$ cat src/rtl/ddr_cmd_pkg.sv
package ddr_cmd_pkg;

    typedef enum logic [3:0] {
        CMD_NOP  = 4'd0,
        CMD_MRS  = 4'd1,
        CMD_EMRS = 4'd2,
        CMD_REF  = 4'd3,
        CMD_ACT  = 4'd4,
        CMD_RD   = 4'd5,
        CMD_RDA  = 4'd6,
        CMD_WR   = 4'd7,
        CMD_PRE  = 4'd8,
        CMD_PREA = 4'd9,
        CMD_BST  = 4'd10
    } cmd_e;

    typedef enum logic [2:0] {
        VC_NONE      = 3'd0,
        VC_MODE_BUSY = 3'd1,
        VC_BAD_STOP  = 3'd2,
        VC_EARLY     = 3'd3,
        VC_INTERRUPT = 3'd4,
        VC_IDLE_BANK = 3'd5
    } cause_e;

endpackage

$ cat src/rtl/ddr_cmd_decode.sv
module ddr_cmd_decode
    import ddr_cmd_pkg::*;
(
    input  logic       cs_n,
    input  logic       ras_n,
    input  logic       cas_n,
    input  logic       we_n,
    input  logic       cke,
    input  logic [1:0] ba,
    input  logic       a10,
    output cmd_e       cmd_o
);

    always_comb begin
        cmd_o = CMD_NOP;
        if (!cs_n && cke) begin
            unique case ({ras_n, cas_n, we_n})
                3'b000: begin
                    if (ba == 2'b00)      cmd_o = CMD_MRS;
                    else if (ba == 2'b01) cmd_o = CMD_EMRS;
                    else                  cmd_o = CMD_NOP;
                end
                3'b001: cmd_o = CMD_REF;
                3'b010: cmd_o = a10 ? CMD_PREA : CMD_PRE;
                3'b011: cmd_o = CMD_ACT;
                3'b100: cmd_o = CMD_WR;
                3'b101: cmd_o = a10 ? CMD_RDA : CMD_RD;
                3'b110: cmd_o = CMD_BST;
                default: cmd_o = CMD_NOP;
            endcase
        end
    end

endmodule

$ cat src/rtl/ddr_bank_timer.sv
module ddr_bank_timer #(
    parameter int CW = 5
) (
    input  logic          clk,
    input  logic          rst_n,
    input  logic          open_i,
    input  logic          close_i,
    input  logic          sched_i,
    input  logic [CW-1:0] wait_i,
    output logic          active_o,
    output logic          pending_o,
    output logic          start_o,
    output logic [CW-1:0] age_o
);

    typedef struct packed {
        logic          active;
        logic [CW-1:0] age;
        logic [CW-1:0] pend;
    } bank_t;

    bank_t st_d, st_q;

    always_comb begin
        st_d = st_q;
        if (open_i) begin
            st_d.active = 1'b1;
            st_d.age    = CW'(1);
        end else if (st_q.active && (st_q.age != '1)) begin
            st_d.age = st_q.age + 1'b1;
        end
        if (sched_i) begin
            st_d.pend = wait_i;
        end else if (st_q.pend != '0) begin
            st_d.pend = st_q.pend - 1'b1;
        end
        if (close_i || (st_q.pend == CW'(1))) begin
            st_d.active = 1'b0;
        end
    end

    always_ff @(posedge clk) begin
        if (!rst_n) st_q <= '0;
        else        st_q <= st_d;
    end

    assign active_o  = st_q.active;
    assign pending_o = (st_q.pend != '0);
    assign start_o   = (st_q.pend == CW'(1));
    assign age_o     = st_q.age;

endmodule

$ cat src/rtl/ddr_cmd_monitor.sv
module ddr_cmd_monitor
    import ddr_cmd_pkg::*;
#(
    parameter int TRCD = 3,
    parameter int TRAS = 7,
    parameter int AW   = 12
) (
    input  logic          clk,
    input  logic          rst_n,
    input  logic          cs_n,
    input  logic          ras_n,
    input  logic          cas_n,
    input  logic          we_n,
    input  logic          cke,
    input  logic [1:0]    ba,
    input  logic [AW-1:0] addr,
    output logic [3:0]    cmd_o,
    output logic [AW-1:0] mode_reg_o,
    output logic          mode_valid_o,
    output logic [AW-1:0] ext_mode_o,
    output logic          ext_valid_o,
    output logic          dll_en_o,
    output logic          viol_o,
    output logic [2:0]    viol_cause_o,
    output logic [3:0]    iprech_o
);

    localparam int NB = 4;
    localparam int CW = $clog2(TRAS + 16);
    localparam logic [CW-1:0] TRCD_C = CW'(TRCD);
    localparam logic [CW-1:0] TRAS_C = CW'(TRAS);

    typedef struct packed {
        cmd_e          cmd;
        logic          viol;
        cause_e        cause;
        logic [AW-1:0] mode;
        logic          mode_ok;
        logic [AW-1:0] ext;
        logic          ext_ok;
        logic [CW-1:0] burst;
        logic [NB-1:0] iprech;
    } mon_t;

    mon_t r_d, r_q;
    cmd_e cmd;

    logic [NB-1:0] open_v, close_v, sched_v;
    logic [NB-1:0] active_v, pend_v, start_v;
    logic [CW-1:0] age_v [NB];
    logic [CW-1:0] wait_w, half_w, tgt_age;
    logic [CW:0]   reach_w;
    logic          tgt_act, tgt_pend, read_ok;

    ddr_cmd_decode u_dec (
        .cs_n  (cs_n),
        .ras_n (ras_n),
        .cas_n (cas_n),
        .we_n  (we_n),
        .cke   (cke),
        .ba    (ba),
        .a10   (addr[10]),
        .cmd_o (cmd)
    );

    for (genvar g = 0; g < NB; g++) begin : g_bank
        ddr_bank_timer #(.CW(CW)) u_bank (
            .clk       (clk),
            .rst_n     (rst_n),
            .open_i    (open_v[g]),
            .close_i   (close_v[g]),
            .sched_i   (sched_v[g]),
            .wait_i    (wait_w),
            .active_o  (active_v[g]),
            .pending_o (pend_v[g]),
            .start_o   (start_v[g]),
            .age_o     (age_v[g])
        );
    end

    // Half burst length from mode bits 2..0 and the precharge delay
    always_comb begin
        unique case (r_q.mode[2:0])
            3'd2:    half_w = CW'(2);
            3'd3:    half_w = CW'(4);
            default: half_w = CW'(1);
        endcase
        tgt_act  = active_v[ba];
        tgt_pend = pend_v[ba];
        tgt_age  = age_v[ba];
        reach_w  = {1'b0, tgt_age} + {1'b0, half_w};
        if (reach_w >= {1'b0, TRAS_C}) wait_w = half_w;
        else                          wait_w = TRAS_C - tgt_age;
    end

    always_comb begin
        r_d        = r_q;
        r_d.cmd    = cmd;
        r_d.cause  = VC_NONE;
        r_d.iprech = start_v;
        open_v     = '0;
        close_v    = '0;
        sched_v    = '0;
        read_ok    = 1'b0;

        unique case (cmd)
            CMD_MRS: begin
                if (|active_v) begin
                    r_d.cause = VC_MODE_BUSY;
                end else begin
                    r_d.mode    = addr;
                    r_d.mode_ok = 1'b1;
                end
            end
            CMD_EMRS: begin
                r_d.ext    = addr;
                r_d.ext_ok = 1'b1;
            end
            CMD_ACT: begin
                if (tgt_pend)      r_d.cause = VC_INTERRUPT;
                else if (!tgt_act) open_v[ba] = 1'b1;
            end
            CMD_RD, CMD_RDA, CMD_WR: begin
                if (tgt_pend)               r_d.cause = VC_INTERRUPT;
                else if (!tgt_act)          r_d.cause = VC_IDLE_BANK;
                else if (tgt_age < TRCD_C)  r_d.cause = VC_EARLY;
                else begin
                    read_ok = (cmd != CMD_WR);
                    if (cmd == CMD_RDA) sched_v[ba] = 1'b1;
                end
            end
            CMD_PRE: begin
                if (tgt_pend) r_d.cause = VC_INTERRUPT;
                else          close_v[ba] = 1'b1;
            end
            CMD_PREA: begin
                if (|pend_v) r_d.cause = VC_INTERRUPT;
                else         close_v = '1;
            end
            CMD_BST: begin
                if (r_q.burst == '0) r_d.cause = VC_BAD_STOP;
            end
            default: ;
        endcase

        if (read_ok)                  r_d.burst = half_w;
        else if (cmd == CMD_BST)      r_d.burst = '0;
        else if (r_q.burst != '0)     r_d.burst = r_q.burst - 1'b1;

        r_d.viol = (r_d.cause != VC_NONE);
    end

    always_ff @(posedge clk) begin
        if (!rst_n) r_q <= '0;
        else        r_q <= r_d;
    end

    assign cmd_o        = r_q.cmd;
    assign mode_reg_o   = r_q.mode;
    assign mode_valid_o = r_q.mode_ok;
    assign ext_mode_o   = r_q.ext;
    assign ext_valid_o  = r_q.ext_ok;
    assign dll_en_o     = r_q.ext_ok & ~r_q.ext[0];
    assign viol_o       = r_q.viol;
    assign viol_cause_o = r_q.cause;
    assign iprech_o     = r_q.iprech;

endmodule

$ cat config.mk
export PLATFORM = sky130hd
export DESIGN_NAME = ddr_cmd_monitor
export DESIGN_NICKNAME = d
export VERILOG_FILES = /design/src/rtl/ddr_cmd_pkg.sv /design/src/rtl/ddr_cmd_decode.sv /design/src/rtl/ddr_bank_timer.sv /design/src/rtl/ddr_cmd_monitor.sv
export SDC_FILE = /design/constraint.sdc
export NUM_CORES = 1
export LEC_CHECK = 0
export ABC_CLOCK_PERIOD_IN_PS = 3150
export BUFFER_PORTS_ARGS = -buffer_cell sky130_fd_sc_hd__buf_4
export CORE_ASPECT_RATIO = 0.5
export CORE_MARGIN = 3
export CORE_UTILIZATION = 50
export CTS_BUF_LIST = sky130_fd_sc_hd__clkbuf_16
export DETAILED_ROUTE_END_ITERATION = 8
export MAX_ROUTING_LAYER = met4
export PLACE_DENSITY = 0.7
export SYNTH_ARGS = -nofsm -noshare
export SYNTH_HDL_FRONTEND = slang
export SYNTH_SLANG_ARGS = --single-unit
export TNS_END_PERCENT = 100
$ cat constraint.sdc
create_clock -name clk -period 3.15 [get_ports clk]
set_input_delay 0.63 -clock clk [delete_from_list [all_inputs] [get_ports clk]]
set_output_delay 0.63 -clock clk [all_outputs]
set_load 0.05 [all_outputs]
==> flow_summary.yaml <==
power:
  design_power_total_mw: 3.48
  sequentialPowerShare_pct: 38.6
  switchingPower_mw: 1.22
  power_switching_share_pct: 35.2
  intPower_mw: 2.26
  power.share.combinational_pct: 30.5
  pwr-share-clk_pct: 30.8
  total_leakage_power_nw: 2.38
  powerDensity_nw_per_um2: 631
  power.ir.vdd_worst_mv: 0.310
run:
  max_cap_viol: 0
clocking:
  ctsLongestPathBuffers: 2
  clock_sink_count: 87
  h-tree-depth: 3
  cts_hold_repair.buffers: 0
  cts_root_buffer: "clkbuf_16"
  clock_insertion_delay_worst_skew_ns: 0.35
  cts_repair_resize_count: 0
  cts_setup_buffers: 0
  tritoncts: "yes"
  numCtsBuffers: 9
  path_clk_slew_ns: 0.08
layout:
  postLayoutCoreUtil_pct: 60.8
  antennaDiodeCount: 0
  finish.net_count: 638
  final_layout_size_suffix_gt1_share_pct: 18.4
  finish.instance_area_sq_um: 5510
  layout.cells.most_common: "dfxtp_1"
  most-common-layout-cells: "dfxtp_1, buf_4, nand2_1"
  area_delta_synth_final_pct: 13.5
  post_layout_nonfiller_instances: 729
floorplan:
  die_area_sq_um: 11000
  floorplan.initialDensity_pct: 53.5
  core_area_sq_um: 9070
  ios: 60
  die_h_um: 75.7
  placement_rows: 24
  fp.dieW_um: 145
route:
  detailroute.via_count: 3955
  final_antenna_net_count: 0
  dr.first_iter.drc_count: 194
  route.detailed.drc: 0
  routed_via_density: 5.43
  finalWirelength_um: 11600
  wire_per_inst_um: 15.9
  drt_pass1_iterations: 6
place:
  detailedPlacementHpwl_um: 8600
  port_buffers: 59
  dpl.cell_count: 713
  post-place-ws_ns: 0.0103
  globalplace.congestion: 0.898
  placedInstanceArea_sq_um: 5210
setup_path:
  critical_path.n_buffers_inverters: 0
  cp_slowest_cell: "dfxtp_1"
  worstPathMaxFanout: 8
  kind_of_cell_with_the_highest_combined_delay_on_the_critical_path: "simple AND/OR/NAND/NOR gates"
  cp_dominant_cell_by_count: "nor2b_1"
  timing.critical_path.arrival_ns: 3.09
  setup.worst_path.class: "flop to flop"
  crit_path_depth: 10
  cp-start-kind: "flop"
  crit_required_ns: 3.43
  crit_path_max_incr_delay_ns: 0.38
  rrSetupSlack_ns: 0.34
  worstRegToRegCells: 10
  endpoint_kind: "flop"
  timing.critical_path.cells: "nor2b_1 > and2_1 > ha_1 > nor2b_1 > o21ai_1 > xnor2_1 > o31a_1 > nand3_1 > or2_1 > a21oi_1"
worst_hold_path:
  whs_path_depth: 2
  tightest_hold_check_type: "flop to flop"
synthesis:
  ys_seq_area_share_pct: 35.9
  post_synth.cell_area_avg_sq_um: 8.56
  synth-adder-area-share_pct: 6.08
  synth.ff_latch_count: 87
  synth_fp_nets: 611
  synth_xor_xnor_area_share_pct: 4.69
  post_synth_instance_area_sq_um: 4850
  synth_simple_gate_area_share_pct: 23.8
  synthesis.yosys.warnings: 0
  muxShareOfSynthArea_pct: 8.32
  asyncSetResetFlopFracSynth_pct: 0
  synth_compound_gate_area_share_pct: 11.8
  synth-edff-count: 0
  synth_top_family_by_area: "simple AND/OR/NAND/NOR gates"
  postSynthCellCount: 567
  yosysUniqueCellTypes: 64
  primary_flip_flop_cell_chosen_by_synthesis_mapping: "dfxtp_1"
grt:
  antenna_found_initial: 0
  grt.total_usage_pct: 22.8
  grt_max_degree: 31
  overflow: 0
  first_pass_grt_wire_length_um: 19100
  grt_pass1_vias: 3646
sta:
  postLayoutSetupSlackWorst_ns: 0.344
  worstMarginPinSlew_ns: 0.834
  setup_viol: 0
  worst_slew_margin_rel_pct: 43.9
  clock.fmax_ghz: 0.356
  grt_setup_unrepaired: "false"
  worst_clock_skew_ns: 0.0103
  fin_hold_ws_ns: 0.457
  timing_hold_violations_final: 0
  report.final.slew_viol_count: 0
  finalSetupTns_ns: 0
  final.min_clock_period_ns: 2.81
  final_min_period_over_clock_period_pct: 89.1
run_status:
  status: "completed"
-- final cells by class --
class,instances,area (sq um)
clock inverters,7,80.1
inverters,20,75.1
repair buffers,75,563
multi-input cells,401,2660
flip-flops and latches,87,1740
fillers,827,3560
well taps,130,163
clock buffers,9,225
-- routing by layer --
layer | vias to the layer above | GRT usage (%) | part of all wire (%)
li1 | 1989 | - | -
met1 | 1830 | 30.4 | 50
met2 | 126 | 34.6 | 42
met3 | 10 | 6.77 | 7.5
met4 | 0 | 5.57 | 0.83
met5 | - | - | 0
-- final timing paths --
check                              to          start
min reg2reg             ext_mode_o[5]  ext_mode_o[5]
min                     ext_mode_o[5]  ext_mode_o[5]
max reg2reg  g_bank[3].u_bank.st_q[4]  mode_reg_o[1]
max          g_bank[3].u_bank.st_q[4]  mode_reg_o[1]
-- cell usage after synthesis, drive strengths merged, types with 5 or more instances --
| library cell | instances | area share (%) |
|---|---|---|
| ha | 22 | 5.7 |
| mux4 | 7 | 3.6 |
| a21oi | 28 | 3.0 |
| or2 | 6 | 0.77 |
| nor3 | 20 | 2.4 |
| nand3 | 20 | 2.2 |
| xnor2 | 16 | 2.9 |
| buf | 45 | 6.8 |
| nand2 | 74 | 5.7 |
| inv | 20 | 1.5 |
| mux2i | 22 | 4.5 |
| o211ai | 5 | 0.77 |
| nor2b | 9 | 1.2 |
| nand4 | 10 | 1.3 |
| dfxtp | 87 | 36 |
| nand2b | 7 | 0.90 |
| and3 | 11 | 1.5 |
| xor2 | 10 | 1.8 |
| o21ai | 22 | 2.3 |
| clkbuf | 14 | 1.1 |
| nor2 | 50 | 4.0 |
| and2 | 11 | 1.4 |
-- registers in the layout (all words and copies together) (netlist names) --
register,cells
g_bank.u_bank.active_o,4
viol_cause_o,3
r_q,5
ext_valid_o,1
mode_reg_o,12
iprech_o,4
cmd_o,4
ext_mode_o,12
mode_valid_o,1
g_bank.u_bank.age_o,20
viol_o,1
g_bank.u_bank.st_q,20
-- tightest hold or removal path, stage by stage (launching register included) --
cell and delay [ns]:
dfxtp_1 0.31, nand2_1 0.05, a21oi_1 0.05
-- power by group through the flow --
stage	registers (mW)	logic (mW)	clock network, mW
4_1_cts	1.34	1.05	1.09
5_1_grt	1.36	1.19	1.13
3_3_place_gp	1.36	1.03	0
6_report	1.34	1.06	1.07
2_1_floorplan	1.34	0.844	0
3_5_place_dp	1.36	1.04	0
-- kinds of logic after synthesis --
| group | after synthesis |
|---|---|
| compound gates | 88 |
| simple gates | 234 |
| buf+inv | 79 |
| fa+ha+maj | 23 |
| mux | 30 |
| flops | 87 |
| xor+xnor | 26 |
No activity file was read; power rests on OpenSTA's default activity.
